===== config.mk =====
export PLATFORM = sky130hd
export DESIGN_NAME = bl_pwm
export DESIGN_NICKNAME = d
export VERILOG_FILES = /design/src/rtl/bl_pwm_pkg.sv /design/src/rtl/bl_pwm_regs.sv /design/src/rtl/bl_pwm_sync.sv /design/src/rtl/bl_pwm_core.sv /design/src/rtl/bl_pwm.sv
export SDC_FILE = /design/constraint.sdc
export NUM_CORES = 1
export LEC_CHECK = 0
export BUFFER_PORTS_ARGS = -buffer_cell sky130_fd_sc_hd__buf_2
export CAP_MARGIN = 0
export CORE_ASPECT_RATIO = 1.4
export CORE_MARGIN = 10
export CORE_UTILIZATION = 35
export DETAILED_ROUTE_END_ITERATION = 8
export SYNTH_ARGS = -nofsm -noshare
export SYNTH_HDL_FRONTEND = slang
export SYNTH_HIERARCHICAL = 1
export SYNTH_SLANG_ARGS = --single-unit
export TNS_END_PERCENT = 1

===== constraint.sdc =====
create_clock -name clk_i -period 2.4 [get_ports clk_i]
set_input_delay 0.48 -clock clk_i [delete_from_list [all_inputs] [get_ports clk_i]]
set_output_delay 0.48 -clock clk_i [all_outputs]
set_load 0.005 [all_outputs]

===== src/rtl/bl_pwm_pkg.sv =====
package bl_pwm_pkg;
  localparam int CNT_W   = 8;
  localparam int PS_W    = 3;
  localparam int PS_MAX  = 6;
  localparam int DW      = 16;
  localparam int AW      = 3;
  localparam int CMP_LSB = 8;
  localparam int POL_BIT = 4;

  localparam logic [AW-1:0] A_CFG  = 3'd0;
  localparam logic [AW-1:0] A_TB   = 3'd1;
  localparam logic [AW-1:0] A_ON   = 3'd2;
  localparam logic [AW-1:0] A_OFF  = 3'd3;
  localparam logic [AW-1:0] A_STAT = 3'd4;

  typedef struct packed {
    logic [CNT_W-1:0] cmp;
    logic             pol;
    logic [PS_W-1:0]  ps;
  } pwm_cfg_t;
endpackage


===== src/rtl/bl_pwm_regs.sv =====
module bl_pwm_regs
  import bl_pwm_pkg::*;
(
  input  logic          clk_i,
  input  logic          rst_ni,
  input  logic          wr_en_i,
  input  logic [AW-1:0] wr_addr_i,
  input  logic [DW-1:0] wr_data_i,
  input  logic [AW-1:0] rd_addr_i,
  output logic [DW-1:0] rd_data_o,
  input  logic          status_i,
  output pwm_cfg_t      cfg_o,
  output logic          tb_sel_o,
  output logic          run_req_o
);
  logic [PS_W-1:0] ps_wr;
  logic            unused_wr;

  assign unused_wr = ^{wr_data_i[CMP_LSB-1:POL_BIT+1], wr_data_i[POL_BIT-1:PS_W]};
  // saturate divider code at the cap
  assign ps_wr = (wr_data_i[PS_W-1:0] > PS_W'(PS_MAX)) ? PS_W'(PS_MAX) : wr_data_i[PS_W-1:0];

  always_ff @(posedge clk_i or negedge rst_ni) begin
    if (!rst_ni) begin
      cfg_o     <= '0;
      tb_sel_o  <= 1'b0;
      run_req_o <= 1'b0;
    end else if (wr_en_i) begin
      case (wr_addr_i)
        A_CFG: begin
          cfg_o.cmp <= wr_data_i[CMP_LSB +: CNT_W];
          cfg_o.pol <= wr_data_i[POL_BIT];
          cfg_o.ps  <= ps_wr;
        end
        A_TB:  tb_sel_o <= wr_data_i[0];
        A_ON:  if (wr_data_i[0]) run_req_o <= 1'b1;
        A_OFF: if (wr_data_i[0]) run_req_o <= 1'b0;
        default: ;
      endcase
    end
  end

  always_comb begin
    rd_data_o = '0;
    case (rd_addr_i)
      A_CFG: begin
        rd_data_o[CMP_LSB +: CNT_W] = cfg_o.cmp;
        rd_data_o[POL_BIT]          = cfg_o.pol;
        rd_data_o[PS_W-1:0]         = cfg_o.ps;
      end
      A_TB:   rd_data_o[0] = tb_sel_o;
      A_STAT: rd_data_o[0] = status_i;
      default: ;
    endcase
  end
endmodule


===== src/rtl/bl_pwm_sync.sv =====
module bl_pwm_sync #(
  parameter int STAGES = 2
) (
  input  logic clk_i,
  input  logic rst_ni,
  input  logic tick_i,
  input  logic d_i,
  output logic q_o
);
  logic [STAGES:0] st;
  assign st[0] = d_i;

  for (genvar i = 0; i < STAGES; i++) begin : g_stage
    always_ff @(posedge clk_i or negedge rst_ni) begin
      if (!rst_ni)     st[i+1] <= 1'b0;
      else if (tick_i) st[i+1] <= st[i];
    end
  end

  assign q_o = st[STAGES];
endmodule


===== src/rtl/bl_pwm_core.sv =====
module bl_pwm_core
  import bl_pwm_pkg::*;
(
  input  logic             clk_i,
  input  logic             rst_ni,
  input  logic             tick_i,
  input  logic             run_i,
  input  pwm_cfg_t         cfg_i,
  output pwm_cfg_t         act_o,
  output logic [CNT_W-1:0] cnt_o,
  output logic             adv_o,
  output logic             wrap_o,
  output logic             pwm_o
);
  localparam int DIV_W = (PS_MAX > 0) ? PS_MAX : 1;

  logic [DIV_W-1:0] div_q, lim;
  logic             active;

  assign lim    = DIV_W'((1 << act_o.ps) - 1);
  assign adv_o  = run_i & tick_i & (div_q == lim);
  assign wrap_o = adv_o & (cnt_o == '1);

  always_ff @(posedge clk_i or negedge rst_ni) begin
    if (!rst_ni) begin
      div_q <= '0;
      cnt_o <= '0;
      act_o <= '0;
    end else begin
      if (!run_i) begin
        div_q <= '0;
        cnt_o <= '0;
      end else if (tick_i) begin
        if (div_q == lim) begin
          div_q <= '0;
          cnt_o <= cnt_o + 1'b1;
        end else begin
          div_q <= div_q + 1'b1;
        end
      end
      // shadow follows config when idle, else only at wrap
      if (!run_i || wrap_o) act_o <= cfg_i;
    end
  end

  assign active = run_i & (cnt_o < act_o.cmp);
  assign pwm_o  = active ^ ~act_o.pol;
endmodule


===== src/rtl/bl_pwm.sv =====
module bl_pwm
  import bl_pwm_pkg::*;
#(
  parameter int SYNC_STAGES = 2
) (
  input  logic          clk_i,
  input  logic          rst_ni,
  input  logic          slow_tick_i,
  input  logic          wr_en_i,
  input  logic [AW-1:0] wr_addr_i,
  input  logic [DW-1:0] wr_data_i,
  input  logic [AW-1:0] rd_addr_i,
  output logic [DW-1:0] rd_data_o,
  output logic          pwm_o
);
  pwm_cfg_t         cfg, act;
  logic             tb_sel, run_req, status, tick, adv, wrap;
  logic [CNT_W-1:0] cnt;

  assign tick = tb_sel | slow_tick_i;

  bl_pwm_regs u_regs (
    .clk_i, .rst_ni, .wr_en_i, .wr_addr_i, .wr_data_i, .rd_addr_i, .rd_data_o,
    .status_i(status), .cfg_o(cfg), .tb_sel_o(tb_sel), .run_req_o(run_req)
  );

  bl_pwm_sync #(.STAGES(SYNC_STAGES)) u_sync (
    .clk_i, .rst_ni, .tick_i(tick), .d_i(run_req), .q_o(status)
  );

  bl_pwm_core u_core (
    .clk_i, .rst_ni, .tick_i(tick), .run_i(status), .cfg_i(cfg),
    .act_o(act), .cnt_o(cnt), .adv_o(adv), .wrap_o(wrap), .pwm_o
  );
endmodule


# ---- After elaboration in Yosys (flattened, before gate mapping)
# Cells that the tools add are included.
dict set report totals {
  output_inout_bits 17
  ff_bits 42
  elab_cells 59
  input_bits 26
}
dict set report op_classes {
  n_shift 1
  order_cmp 2
  mux 14
  n_reduce_logical 9
  addsub 3
  eq_ne 11
  n_bitwise 7
}
# op n
set ops {}
lappend ops {{$mux 8} 4}
lappend ops {{$mux 6} 3}
lappend ops {{$add 8x1->8 const B} 1}
lappend ops {{$eq 8x8->1 const B} 1}
lappend ops {{$lt 8x8->1} 1}
lappend ops {{$add 6x1->6 const B} 1}
lappend ops {{$eq 3x1->1 const B} 2}
lappend ops {{$eq 3x2->1 const B} 2}
lappend ops {{$eq 6x6->1} 1}
lappend ops {{$logic_not 3->1} 2}
lappend ops {{$reduce_and 2->1} 3}
lappend ops {{$shl 1x3->6 const A} 1}
lappend ops {{$sub 6x2->6 const B} 1}
lappend ops {{$and 1x1->1} 4}
lappend ops {{$ne 2x1->1 const B} 2}
lappend ops {{$ne 2x2->1 const B} 2}
lappend ops {{$reduce_and 4->1} 1}
lappend ops {{$eq 3x3->1 const B} 1}
lappend ops {{$gt 3x3->1 const B} 1}
lappend ops {{$mux 1} 3}
lappend ops {{$mux 3} 1}
lappend ops {{$pmux 1 s3} 1}
lappend ops {{$mux 2} 1}
lappend ops {{$pmux 1 s2} 1}
lappend ops {{6 further kinds} 6}

# ---- Logic depth before layout (Yosys ltp)
# Gate-level depths: netlist of the first run.
dict set report depth {
  ltp_word 6
  mapped_depth 8
  depth_no_buf 7
}

# ---- Modules after synthesis
# The synthesis of the first run kept the hierarchy.
# mod instances seq_area_each_um2 area_per_inst_um2 cells_per_inst
set by_module_without_submodules {}
lappend by_module_without_submodules {bl_pwm_core 1 650.6 1527.7 157}
lappend by_module_without_submodules {bl_pwm_regs 1 350.3 706.9 58}
lappend by_module_without_submodules {bl_pwm_sync 1 50.0 72.6 4}
lappend by_module_without_submodules {bl_pwm 1 0.0 6.3 1}

# ---- Least setup slack after synthesis of the first run
# Ideal clock, no wire load.
dict set report synth_path {
  path_kind {register to register}
  startpoint {register u_core/act_o[1] (netlist bit)}
  endpoint {register u_core/act_o[0] (netlist bit)}
  required_time_ps 2275
  t_arrival_ps 1993
  setup_time_ps 125
  synth_period_minus_slack_ps 2118
  path_buffers 2
  stages_incl_launch_ff 8
  setup_slack_ps 282
  path_cell_list {dfrtp_1 > buf_2 > or4b_1 > a31oi_1 > o22ai_1 > o21ai_1 > buf_2 > mux2_2}
}
dict set report synth_between {
  elab_chain_cells 6
}
# item line
set synth_rtl {}
lappend synth_rtl {{start: declaration} bl_pwm_core.sv:9} ;# output pwm_cfg_t act_o,
lappend synth_rtl {{start signal: assignment} bl_pwm_core.sv:42} ;# if (!run_i || wrap_o) act_o <= cfg_i;
lappend synth_rtl {{$shl 1x3->6} bl_pwm_core.sv:20} ;# assign lim = DIV_W'((1 << act_o.ps) - 1);
lappend synth_rtl {{$sub 6x2->6} bl_pwm_core.sv:20}
lappend synth_rtl {{$eq 6x6->1} bl_pwm_core.sv:21} ;# assign adv_o = run_i & tick_i & (div_q == lim);
lappend synth_rtl {{$and 1x1->1} bl_pwm_core.sv:21}
lappend synth_rtl {{$and 1x1->1} bl_pwm_core.sv:22} ;# assign wrap_o = adv_o & (cnt_o == '1);
lappend synth_rtl {{$logic_or 1x1->1} bl_pwm_core.sv:42}
# Every way passes these cells.
# A chain may end at the register's enable or synchronous reset.

# ---- Worst setup path in the final report of the first run
dict set report layout_path {
  startpoint {register u_core.cnt_o[4]}
  endpoint {output pwm_o}
}
dict set report layout_between {
  elab_chain_cells 3
}
# item line
set layout_rtl {}
lappend layout_rtl {{start: declaration} bl_pwm_core.sv:10} ;# output logic [CNT_W-1:0] cnt_o,
lappend layout_rtl {{start signal: assignment} bl_pwm_core.sv:36} ;# cnt_o <= cnt_o + 1'b1;
lappend layout_rtl {{$lt 8x8->1} bl_pwm_core.sv:46} ;# assign active = run_i & (cnt_o < act_o.cmp);
lappend layout_rtl {{$and 1x1->1} bl_pwm_core.sv:46}
lappend layout_rtl {{$xor 1x1->1} bl_pwm_core.sv:47} ;# assign pwm_o = active ^ ~act_o.pol;
lappend layout_rtl {{end: declaration} bl_pwm.sv:14} ;# output logic pwm_o
# Every way passes these cells.

==> results.env, run 1 <==
OUTCOME='completed'
IO_BUFFER_COUNT=34
CRITPATHSLOWESTCELL='sky130_fd_sc_hd__dfrtp_2'
DETAIL_ROUTE.DRC_VIOLATIONS=0
CP-END-KIND='primary output'
CTS_TREE='yes'
POWER_DENSITY_nW_PER_UM2=832.5
DRIVE_GT1_SHARE_PCT=31.66
FINAL.FILL_COUNT=619
FMAXACHIEVABLE_MHz=437.7
HTREE_LEVELS=2
ANTENNA_CELLS=0
WORST-ENDPOINT-REQUIRED_PS=1920
HOLDBUFCOUNTCTS=0
GRT_PASS1_VIAS=1820
CRIT_FANOUT=6
DETAIL_ROUTE_ANTENNA_NETS=0
DRT_PASS1_ITERATIONS=4
SYNTH-WARNING-COUNT=6
TIMING.CRITICAL_PATH.ARRIVAL_PS=1800
SWITCHINGPOWER_uW=722.2
LARGEST_NET_DEGREE_AT_THE_START_OF_GLOBAL_ROUTING=19
LAYOUT_COMMONEST_CELL='sky130_fd_sc_hd__dfrtp_1'
DIE_WIDTH_UM=88.55
FINAL_HOLD_VIOL_COUNT=0
SETUP_VIOL=0
FIN_CRIT_SH_PCT=95.19
GRT.OVERFLOW.TOTAL=0
IOS=43
POST_DRT_VIA_CELL_RATIO=5.266
CLKTRANSATPATHREGS_PS=80
CELL_ROWS=34
CP_CELL_SEQUENCE='ha_1, a21oi_1, nor2b_1, o21ai_2, o211ai_1, nor3_2, buf_2'
FINALCRITICALPERIOD_PS=2284
PART_OF_THE_POWER_IN_THE_CLOCK_NETWORK_PCT=24.4
INITIAL_CORE_UTIL_PCT=36.57
SYNTH.CELL_AREA_UM2=2302
ANTENNA_FOUND_INITIAL=0
SETUP_TNS_PS=0
DRV_CAP=0
GRT_USE_TOTAL_PCT=10.07
UNREPAIRED_SETUP_ENDPOINTS_AFTER_GLOBAL_ROUTING='true'
GP_ROUTABILITY_CONGESTION=0.7806
DETAIL_ROUTE.WL_PER_CELL_UM=14.57
FINAL_UTIL_PCT=43.02
SEQUENTIALPOWERSHARE_PCT=45.4
DIE_AREA_UM2=10270
DESIGN.CORE.AREA_UM2=6296
POST_SYNTH_INST_COUNT=218
CLOCK_PATH_BUFFERS=2
FLOW.AREA_GROWTH_FROM_SYNTHESIS_PCT=17.66
DETAILED_PLACE_HPWL_MM=3.705
POST_CTS.REPAIR.SETUP_BUFFERS=0
GRT_PASS1_WL_MM=8.404
MIN-DELAY-PATH-CLASS='input port to asynchronous set/reset pin'
SETUP.WORST_PATH.START_CLASS='register'
CRITICAL_PATH.MAX_STAGE_DELAY_PS=450
IRDROPWORSTVDD_V=0.0004358
CELL_INT_POWER_uW=1533
CLKSINKCOUNT=42
ROUTED_WL_MM=4.824
CTS_MADE_BUFFERS=5
MOST_FREQUENT_CELLS_IN_THE_LAYOUT='sky130_fd_sc_hd__dfrtp_1 (41), sky130_fd_sc_hd__buf_2 (34), sky130_fd_sc_hd__mux2_2 (25)'
POWER.SWITCHING_FRACTION_PCT=32.03
CELLLEAKAGEPOWER_uW=0.001252
ROOT_BUFFER='sky130_fd_sc_hd__clkbuf_8'
CRITICAL_PATH_START_END_CLASSIFICATION='register to primary output'
SKEW_PS=7.768
DETAIL_ROUTE.ITER0.VIOLATIONS=70
VERT_DIE_DIM_UM=116.0
FRACTION_OF_POWER_CONSUMED_BY_COMBINATIONAL_CELLS_PCT=30.2
SYN-MEAN-INSTANCE-AREA_UM2=10.56
COUNT_OF_PINS_OVER_THEIR_SLEW_LIMIT=0
NUM_VIAS=1743
CLKLATENCYLATEPIN_PS=290
DESIGN.FINAL.NETS=293
-- state kept, by name (all words and copies together) (netlist names) --
signal            cells
u_regs/cfg_o         12
u_core/act_o         12
u_regs/run_req_o      1
u_core/cnt_o          8
u_sync/q_o            1
u_sync/st             1
u_regs/tb_sel_o       1
u_core/div_q          6
-- power by group through the flow --
| stage | clock network, uW | logic [uW] | registers, uW |
|---|---|---|---|
| 2_1_floorplan | 0 | 495 | 981 |
| 3_3_place_gp | 0 | 639 | 1030 |
| 3_5_place_dp | 0 | 660 | 1040 |
| 4_1_cts | 568 | 665 | 1020 |
| 5_1_grt | 606 | 766 | 1050 |
| 6_report | 550 | 681 | 1020 |
-- worst paths after layout --
path / slack [ps] / cells after the start / endpoint / startpoint
max in group asynchronous: 1730 / 2 / u_core/act_o[6]$_DFFE_PN0P_ / rst_ni
min in group clk_i: 420 / 2 / u_regs/cfg_o[8]$_DFFE_PN0P_ / wr_data_i[12]
max: 120 / 7 / pwm_o / u_core/cnt_o[4]$_DFFE_PN0P_
max reg2reg: 130 / 6 / u_core/cnt_o[4]$_DFFE_PN0P_ / u_core/act_o[1]$_DFFE_PN0P_
min: 100 / 1 / u_regs/cfg_o[1]$_DFFE_PN0P_ / rst_ni
min reg2reg: 500 / 1 / u_core/act_o[6]$_DFFE_PN0P_ / u_core/act_o[6]$_DFFE_PN0P_
-- routing by layer --
layer	global-route usage (%)	up-vias	share of wire (%)
li1	-	858	-
met1	12.10	845	45
met2	17.25	36	51
met3	1.475	4	2.9
met4	4.541	0	1.8
met5	0	-	0
-- worst max-delay path: cells and delay by family, from the launching register on --
kind / cells / cell delay (ps)
buffers and inverters: 1 / 140
flip-flops: 1 / 450
adder cells (fa/ha/maj): 1 / 310
AND/OR/NAND/NOR: 2 / 200
AO/OA/AOI/OAI: 3 / 420
-- layout make-up --
| type | instances | area (um2) | area share, % |
|---|---|---|---|
| clock buffers | 6 | 72.57 | 2.679 |
| clock inverters | 2 | 37.54 | 1.386 |
| inverters | 11 | 41.29 | 1.524 |
| multi-input cells | 155 | 1165 | 43.00 |
| flip-flops and latches | 42 | 1052 | 38.85 |
| well taps | 72 | 90.09 | 3.326 |
| repair buffers | 43 | 250.2 | 9.238 |
-- what timing repair did --
action	in CTS	in global routing
hold endpoints to repair	0	0
gates resized for setup	1	5
setup endpoints to repair	1	13
-- stage by stage --
step	std cells	instance area, um2	setup slack (ps)	power [uW]	hold WS, ps
after floorplan	221	2313	282.4	1475	184.4
after global placement	323	2579	134.8	1671	427.3
after detailed placement	323	2579	119.8	1699	420.9
after CTS	331	2689	16.90	2257	105.2
after global routing	331	2709	-38.56	2426	110.0
final	331	2709	115.5	2255	103.8
No activity file was read; power rests on OpenSTA's default activity.
==> inputs of run 2 (changes only) <==
--- a/config.mk
+++ b/config.mk
@@ -9,8 +9,9 @@
 export CAP_MARGIN = 0
 export CORE_ASPECT_RATIO = 1.4
 export CORE_MARGIN = 10
-export CORE_UTILIZATION = 35
+export CORE_UTILIZATION = 40
 export DETAILED_ROUTE_END_ITERATION = 8
+export SLEW_MARGIN = 40
 export SYNTH_ARGS = -nofsm -noshare
 export SYNTH_HDL_FRONTEND = slang
 export SYNTH_HIERARCHICAL = 1
==> constraint.sdc (replaced) <==
create_clock -name clk_i -period 2.5 [get_ports clk_i]
set_input_delay 0.5 -clock clk_i [delete_from_list [all_inputs] [get_ports clk_i]]
set_output_delay 0.5 -clock clk_i [all_outputs]
set_load 0.005 [all_outputs]
==> run 2 against run 1 <==
- cell area down 1.5%
- global-route usage grew 0.38 points
- sequential power hardly changed
- setup slack worse by 1.8 ps
- first-iteration DRC count increased by 57%
- non-clock buffer count fell by 1
- core utilization up 4.9 points
- wire length shrank 4.9%
- hold slack better by 30 ps
- final cell count is 1.5% lower
==> results.env, run 2 (synthesized netlist as in run 1, its figures left out) <==
R2R_START='u_core/div_q[4]$_DFFE_PN0P_'
IO_BUFFER_COUNT=34  # unchanged
DRV_CAP=0  # unchanged
SETUP.WORST_PATH.START_CLASS='register'
PATH_DELAY_FAMILY='compound AO/OA/AOI/OAI gates'
CRITICAL_PATH_START_END_CLASSIFICATION='register to primary output'
LARGEST_REGISTERS='u_core/act_o (12), u_regs/cfg_o (12), u_core/cnt_o (8)'
GRT.OVERFLOW.TOTAL=0  # unchanged
ANTENNA_FOUND_INITIAL=0  # unchanged
POWER_DENSITY_nW_PER_UM2=794.2  # -4.6%
CRITICAL_PATH.MAX_STAGE_DELAY_PS=450  # about the same
DETAIL_ROUTE_ANTENNA_NETS=0  # unchanged
IOS=43  # unchanged
CLKLATENCYLATEPIN_PS=290  # about the same
DETAIL_ROUTE.ITER0.VIOLATIONS=110  # +57%
FMAXACHIEVABLE_MHz=419.1
DETAIL_ROUTE.WL_PER_CELL_UM=14.08  # -3.4%
INITIAL_CORE_UTIL_PCT=41.37  # +4.8 points
HTREE_LEVELS=2  # unchanged
COUNT_OF_PINS_OVER_THEIR_SLEW_LIMIT=0  # unchanged
DETAILED_PLACE_HPWL_MM=3.507  # -5.4%
DESIGN.FINAL.NETS=292  # -0.34%
SETUP_TNS_PS=0  # unchanged
POST_DRT_VIA_CELL_RATIO=5.298  # +0.60%
GATES_RESIZED_CTS_REPAIR=0  # -1
SKEW_PS=5.698  # -2.070 ps
CELL_ROWS=32  # -5.9%
UNREPAIRED_SETUP_ENDPOINTS_AFTER_GLOBAL_ROUTING='false'
DESIGN.CORE.AREA_UM2=5565  # -12%
FIN_CRIT_SH_PCT=95.45
MOST_FREQUENT_CELLS_IN_THE_LAYOUT='sky130_fd_sc_hd__dfrtp_1 (42), sky130_fd_sc_hd__buf_2 (34), sky130_fd_sc_hd__mux2_2 (25)'
CRITPATHSLOWESTCELL='sky130_fd_sc_hd__dfrtp_1'
LAYOUT_COMMONEST_CELL='sky130_fd_sc_hd__dfrtp_1'
CLOCK_PATH_BUFFERS=2  # unchanged
WORST-R2R-CELL-COUNT=6  # unchanged
SETUP_VIOL=0  # unchanged
FINAL.FILL_COUNT=530  # -14%
CP-END-KIND='primary output'
FLOW.AREA_GROWTH_FROM_SYNTHESIS_PCT=15.87
CRIT_CELLS=7  # unchanged
CTS_MADE_BUFFERS=5  # unchanged
FINAL_HOLD_VIOL_COUNT=0  # unchanged
DETAIL_ROUTE.DRC_VIOLATIONS=0  # unchanged
MIN-DELAY-PATH-CLASS='input port to asynchronous set/reset pin'
CP_CELL_SEQUENCE='ha_1, a21oi_1, nor2b_1, o21ai_0, o211ai_1, nor3_1, buf_2'
DRIVE_GT1_SHARE_PCT=29.84  # -1.8 points
CTS_TREE='yes'
ROUTED_WL_MM=4.589  # -4.9%
VERT_DIE_DIM_UM=109.8  # -5.3%
GRT_PASS1_WL_MM=8.217  # -2.2%
ANTENNA_CELLS=0  # unchanged
CLKSINKCOUNT=42  # unchanged
WORST_SETUP_PATH_STARTPOINT='u_core/cnt_o[4]$_DFFE_PN0P_'
HOLDBUFCOUNTCTS=0  # unchanged
ROOT_BUFFER='sky130_fd_sc_hd__clkbuf_8'
GRT_PASS1_VIAS=1807  # -0.71%
CLKTRANSATPATHREGS_PS=80  # about the same
POST_CTS.REPAIR.SETUP_BUFFERS=0  # unchanged
WORST_HOLD_SLACK_PS=133.8  # +30.03 ps
GP_ROUTABILITY_CONGESTION=0.7836  # +0.38%
CELLLEAKAGEPOWER_uW=0.001228  # -1.9%
NUM_VIAS=1727  # -0.92%
CRIT_PATH_END='pwm_o'
FINALCRITICALPERIOD_PS=2386
LARGEST_NET_DEGREE_AT_THE_START_OF_GLOBAL_ROUTING=20  # +1
GRT_USE_TOTAL_PCT=10.45  # +0.38 points
WORST-ENDPOINT-REQUIRED_PS=2000  # +80 ps
SETUP.REG_TO_REG.WORST_SLACK_PS=220  # +90 ps
DIE_WIDTH_UM=84.12  # -5.0%
WORST_R2R_ENDPOINT='u_core/cnt_o[6]$_DFFE_PN0P_'
DRT_PASS1_ITERATIONS=4  # unchanged
IRDROPWORSTVDD_V=0.0005293  # +21%
CRIT_FANOUT=6  # unchanged
CP_NUM_BUF_INV=1  # unchanged
TIMING.CRITICAL_PATH.ARRIVAL_PS=1890  # +90 ps
DIE_AREA_UM2=9233  # -10%
OUTCOME='completed'
[run 2: final cells by class]
class	count	area (um2)	area share, %
clock buffers	5	68.82	2.580
clock inverters	3	45.04	1.689
inverters	11	41.29	1.548
multi-input cells	155	1146	42.96
flip-flops and latches	42	1051	39.40
well taps	68	85.08	3.189
repair buffers	42	230.2	8.630
[run 2: how the worst min path moves through the flow]
| stage | slack (ps) | endpoint | cells after the start |
|---|---|---|---|
| 4_1_cts | 140 | u_regs/cfg_o[9]$_DFFE_PN0P_ | 1 |
| 5_1_grt | 150 | u_regs/cfg_o[9]$_DFFE_PN0P_ | 1 |
| 3_3_place_gp | 470 | u_regs/tb_sel_o$_DFFE_PN0P_ | 1 |
| 2_1_floorplan | 200 | u_core/act_o[0]$_DFFE_PN0P_ | 0 |
| 6_report | 130 | u_regs/cfg_o[9]$_DFFE_PN0P_ | 1 |
| 3_5_place_dp | 470 | u_regs/tb_sel_o$_DFFE_PN0P_ | 1 |
[run 2: power by group]
part           leakage, uW  internal (uW)  switching [uW]
logic             0.000644            308             285
registers         0.000533            840             147
clock network    0.0000504            297             242
[run 2: through the flow]
| step | util (%) | std cells | setup slack (ps) | instance area (um2) | total power, uW |
|---|---|---|---|---|---|
| 2_1_floorplan | - | 221 | 382.4 | 2313 | 1416 |
| 3_3_place_gp | 45.89 | 318 | 264.4 | 2554 | 1581 |
| 6_report | 47.93 | 326 | 113.7 | 2668 | 2119 |
| 5_1_grt | 47.93 | 326 | 1.353 | 2668 | 2284 |
| 4_1_cts | 47.93 | 326 | 91.66 | 2668 | 2158 |
| 3_5_place_dp | 45.89 | 318 | 261.4 | 2554 | 1602 |
[run 2: layer usage]
| layer | track usage (%) | wire [um] |
|---|---|---|
| met5 | 0 | 0 |
| met4 | 4.317 | 55 |
| met3 | 2.739 | 168 |
| met2 | 18.46 | 2347 |
| met1 | 11.67 | 2017 |
==> inputs of run 3 (changes only) <==
==> constraint.sdc (replaced) <==
create_clock -name clk_i -period 2.54 [get_ports clk_i]
set_input_delay 0.508 -clock clk_i [delete_from_list [all_inputs] [get_ports clk_i]]
set_output_delay 0.508 -clock clk_i [all_outputs]
set_load 0.005 [all_outputs]
==> run 3 against run 2 <==
- setup slack gained 90 ps
- core utilization shrank 0.56 points
- clock-buffer cell count is the same
- sequential power shrank 2%
- wire length shrank 4.2%
- global-route usage shrank 0.55 points
- sequential share of layout area grew 0.47 points
- sequential cell count is the same
- die area is the same
- final cell count shrank 0.31%
- combinational power shrank 2%
- total power shrank 6.8%
- largest power group unchanged
==> results.env, run 3 (synthesized netlist as in run 1, its figures left out) <==
OUTCOME='completed'
DRV_CAP=0  # unchanged
ANTENNA_CELLS=0  # unchanged
FIN_CRIT_SH_PCT=91.98
LAYOUT_COMMONEST_CELL='sky130_fd_sc_hd__dfrtp_1'
FF_LATCH_AREA_UM2=1051  # unchanged
ROOT_BUFFER='sky130_fd_sc_hd__clkbuf_8'
CTS_MADE_BUFFERS=5  # unchanged
UNREPAIRED_SETUP_ENDPOINTS_AFTER_GLOBAL_ROUTING='false'
DETAIL_ROUTE_ANTENNA_NETS=0  # unchanged
INITIAL_CORE_UTIL_PCT=41.37  # unchanged
POST_DRT_VIA_CELL_RATIO=5.169  # -2.4%
DPL_CELL_AREA_UM2=2546  # -0.29%
DRIVE_GT1_SHARE_PCT=29.57  # -0.27 points
TIMING.CRITICAL_PATH.ARRIVAL_PS=1830  # -60 ps
LARGEST_REGISTERS='u_core/act_o (12), u_regs/cfg_o (12), u_core/cnt_o (8)'
SKEW_PS=6.485  # +0.7872 ps
IOS=43  # unchanged
FINAL_AREA_UM2=2636  # -1.2%
IRDROPWORSTVDD_V=0.0004361  # -18%
LARGEST_NET_DEGREE_AT_THE_START_OF_GLOBAL_ROUTING=28  # +40%
ANTENNA_FOUND_INITIAL=0  # unchanged
GRT.OVERFLOW.TOTAL=0  # unchanged
IO_BUFFER_COUNT=34  # unchanged
CRIT_FANOUT=6  # unchanged
CLKTRANSATPATHREGS_PS=80  # about the same
DIE_WIDTH_UM=84.12  # unchanged
HTREE_LEVELS=2  # unchanged
CTS_TREE='yes'
MOST_FREQUENT_CELLS_IN_THE_LAYOUT='sky130_fd_sc_hd__dfrtp_1 (42), sky130_fd_sc_hd__buf_2 (34), sky130_fd_sc_hd__mux2_2 (25)'
CLKLATENCYLATEPIN_PS=290  # about the same
DETAIL_ROUTE.WL_PER_CELL_UM=13.53  # -3.9%
CLOCK_PATH_BUFFERS=2  # unchanged
CELLLEAKAGEPOWER_uW=0.001217  # -0.90%
CRITICAL_PATH_START_END_CLASSIFICATION='register to primary output'
CRIT_PATH_END='pwm_o'
FINAL_HOLD_VIOL_COUNT=0  # unchanged
FLOW.AREA_GROWTH_FROM_SYNTHESIS_PCT=14.51
CP-END-KIND='primary output'
HOLDBUFCOUNTCTS=0  # unchanged
SETUP_VIOL=0  # unchanged
DETAIL_ROUTE.DRC_VIOLATIONS=0  # unchanged
DESIGN.FINAL.NETS=291  # -0.34%
GRT_PASS1_VIAS=1697  # -6.1%
COUNT_OF_PINS_OVER_THEIR_SLEW_LIMIT=0  # unchanged
NUM_VIAS=1680  # -2.7%
DRT_PASS1_ITERATIONS=4  # unchanged
DETAILED_PLACE_HPWL_MM=3.356  # -4.3%
MIN-DELAY-PATH-CLASS='input port to asynchronous set/reset pin'
DIE_AREA_UM2=9233  # unchanged
SETUP.REG_TO_REG.WORST_SLACK_PS=240  # +20 ps
FINAL.FILL_COUNT=511  # -3.6%
SETUP_TNS_PS=0  # unchanged
WORST-ENDPOINT-REQUIRED_PS=2030  # +30 ps
ROUTED_WL_MM=4.396  # -4.2%
WORST-R2R-CELL-COUNT=6  # unchanged
DP.CELLS=317  # -0.31%
MULTI_INPUT_COMB_AREA_UM2=1146  # unchanged
DESIGN.CORE.AREA_UM2=5565  # unchanged
FINALCRITICALPERIOD_PS=2336
VERT_DIE_DIM_UM=109.8  # unchanged
FMAXACHIEVABLE_MHz=428.0
GRT_PASS1_WL_MM=7.755  # -5.6%
CELL_ROWS=32  # unchanged
WORST_SETUP_PATH_STARTPOINT='u_core/cnt_o[4]$_DFFE_PN0P_'
CLKSINKCOUNT=42  # unchanged
SETUP.WORST_PATH.START_CLASS='register'
STDCELL_COUNT=325  # -0.31%
WORST_R2R_ENDPOINT='u_core/cnt_o[7]$_DFFE_PN0P_'
GRT_USE_TOTAL_PCT=9.901  # -0.55 points
POWER.TOTAL_uW=1974  # -6.8%
POWER_DENSITY_nW_PER_UM2=748.9  # -5.7%
DETAIL_ROUTE.ITER0.VIOLATIONS=82  # -25%
R2R_START='u_core/div_q[4]$_DFFE_PN0P_'
GP_ROUTABILITY_CONGESTION=0.7711  # -1.6%
run 3: cell types whose count changed in the layout (fill, tap and decap cells not counted), sizes merged:
| cell | change |
|---|---|
| buf | -1 |
| bufinv | -1 |
| clkinv | +2 |
| clkinvlp | -1 |
run 3: timing repair:
item | CTS | global route
setup buffers | 0 | 0
gates resized for setup | 0 | 1
setup endpoints to repair | 0 | 1
run 3: area by class of cell:
| cell class | instances | area share, % |
|---|---|---|
| multi-input cells | 155 | 43.47 |
| flip-flops and latches | 42 | 39.87 |
| repair buffers | 41 | 8.448 |
| well taps | 68 | 3.227 |
| clock buffers | 5 | 2.610 |
| inverters | 11 | 1.566 |
| clock inverters | 3 | 0.8068 |
run 3: routing by layer:
layer	GRT usage [%]	part of all wire, %	vias to the layer above
met5	0	0	-
li1	-	-	850
met4	3.477	0.66	0
met2	17.10	49	35
met1	11.77	46	793
met3	2.295	3.6	2
run 3: per-stage QoR:
step           setup WS, ps  hold WS, ps  util (%)
6_report              203.7        122.6     47.37
5_1_grt               52.48        134.0     47.37
4_1_cts               90.80        125.5     47.37
3_5_place_dp          280.0        445.0     45.75
3_3_place_gp          287.5        445.1     45.75
2_1_floorplan         422.4        212.4         -
run 3: report_power, final:
group          switching, uW  internal (uW)
combinational            276            302
sequential               144            827
clock                    232            193
run 3: worst min path at each step:
stage,from,slack (ps),endpoint,cells past startpoint
after CTS,rst_ni,130,u_regs/tb_sel_o$_DFFE_PN0P_,1
after global routing,rst_ni,130,u_regs/tb_sel_o$_DFFE_PN0P_,1
after global placement,rst_ni,450,u_regs/tb_sel_o$_DFFE_PN0P_,1
after detailed placement,rst_ni,450,u_regs/tb_sel_o$_DFFE_PN0P_,1
after floorplan,rst_ni,210,u_core/act_o[0]$_DFFE_PN0P_,0
final,rst_ni,120,u_sync/q_o$_DFFE_PN0P_,1
run 3: critical path: stages, from the launching register on:
cell                       delay (ps)
sky130_fd_sc_hd__dfrtp_1          450
sky130_fd_sc_hd__ha_1             310
sky130_fd_sc_hd__a21oi_1          150
sky130_fd_sc_hd__nor2b_1           60
sky130_fd_sc_hd__o21ai_1          170
sky130_fd_sc_hd__o211ai_1         120
sky130_fd_sc_hd__nor3_1           150
sky130_fd_sc_hd__buf_2            140
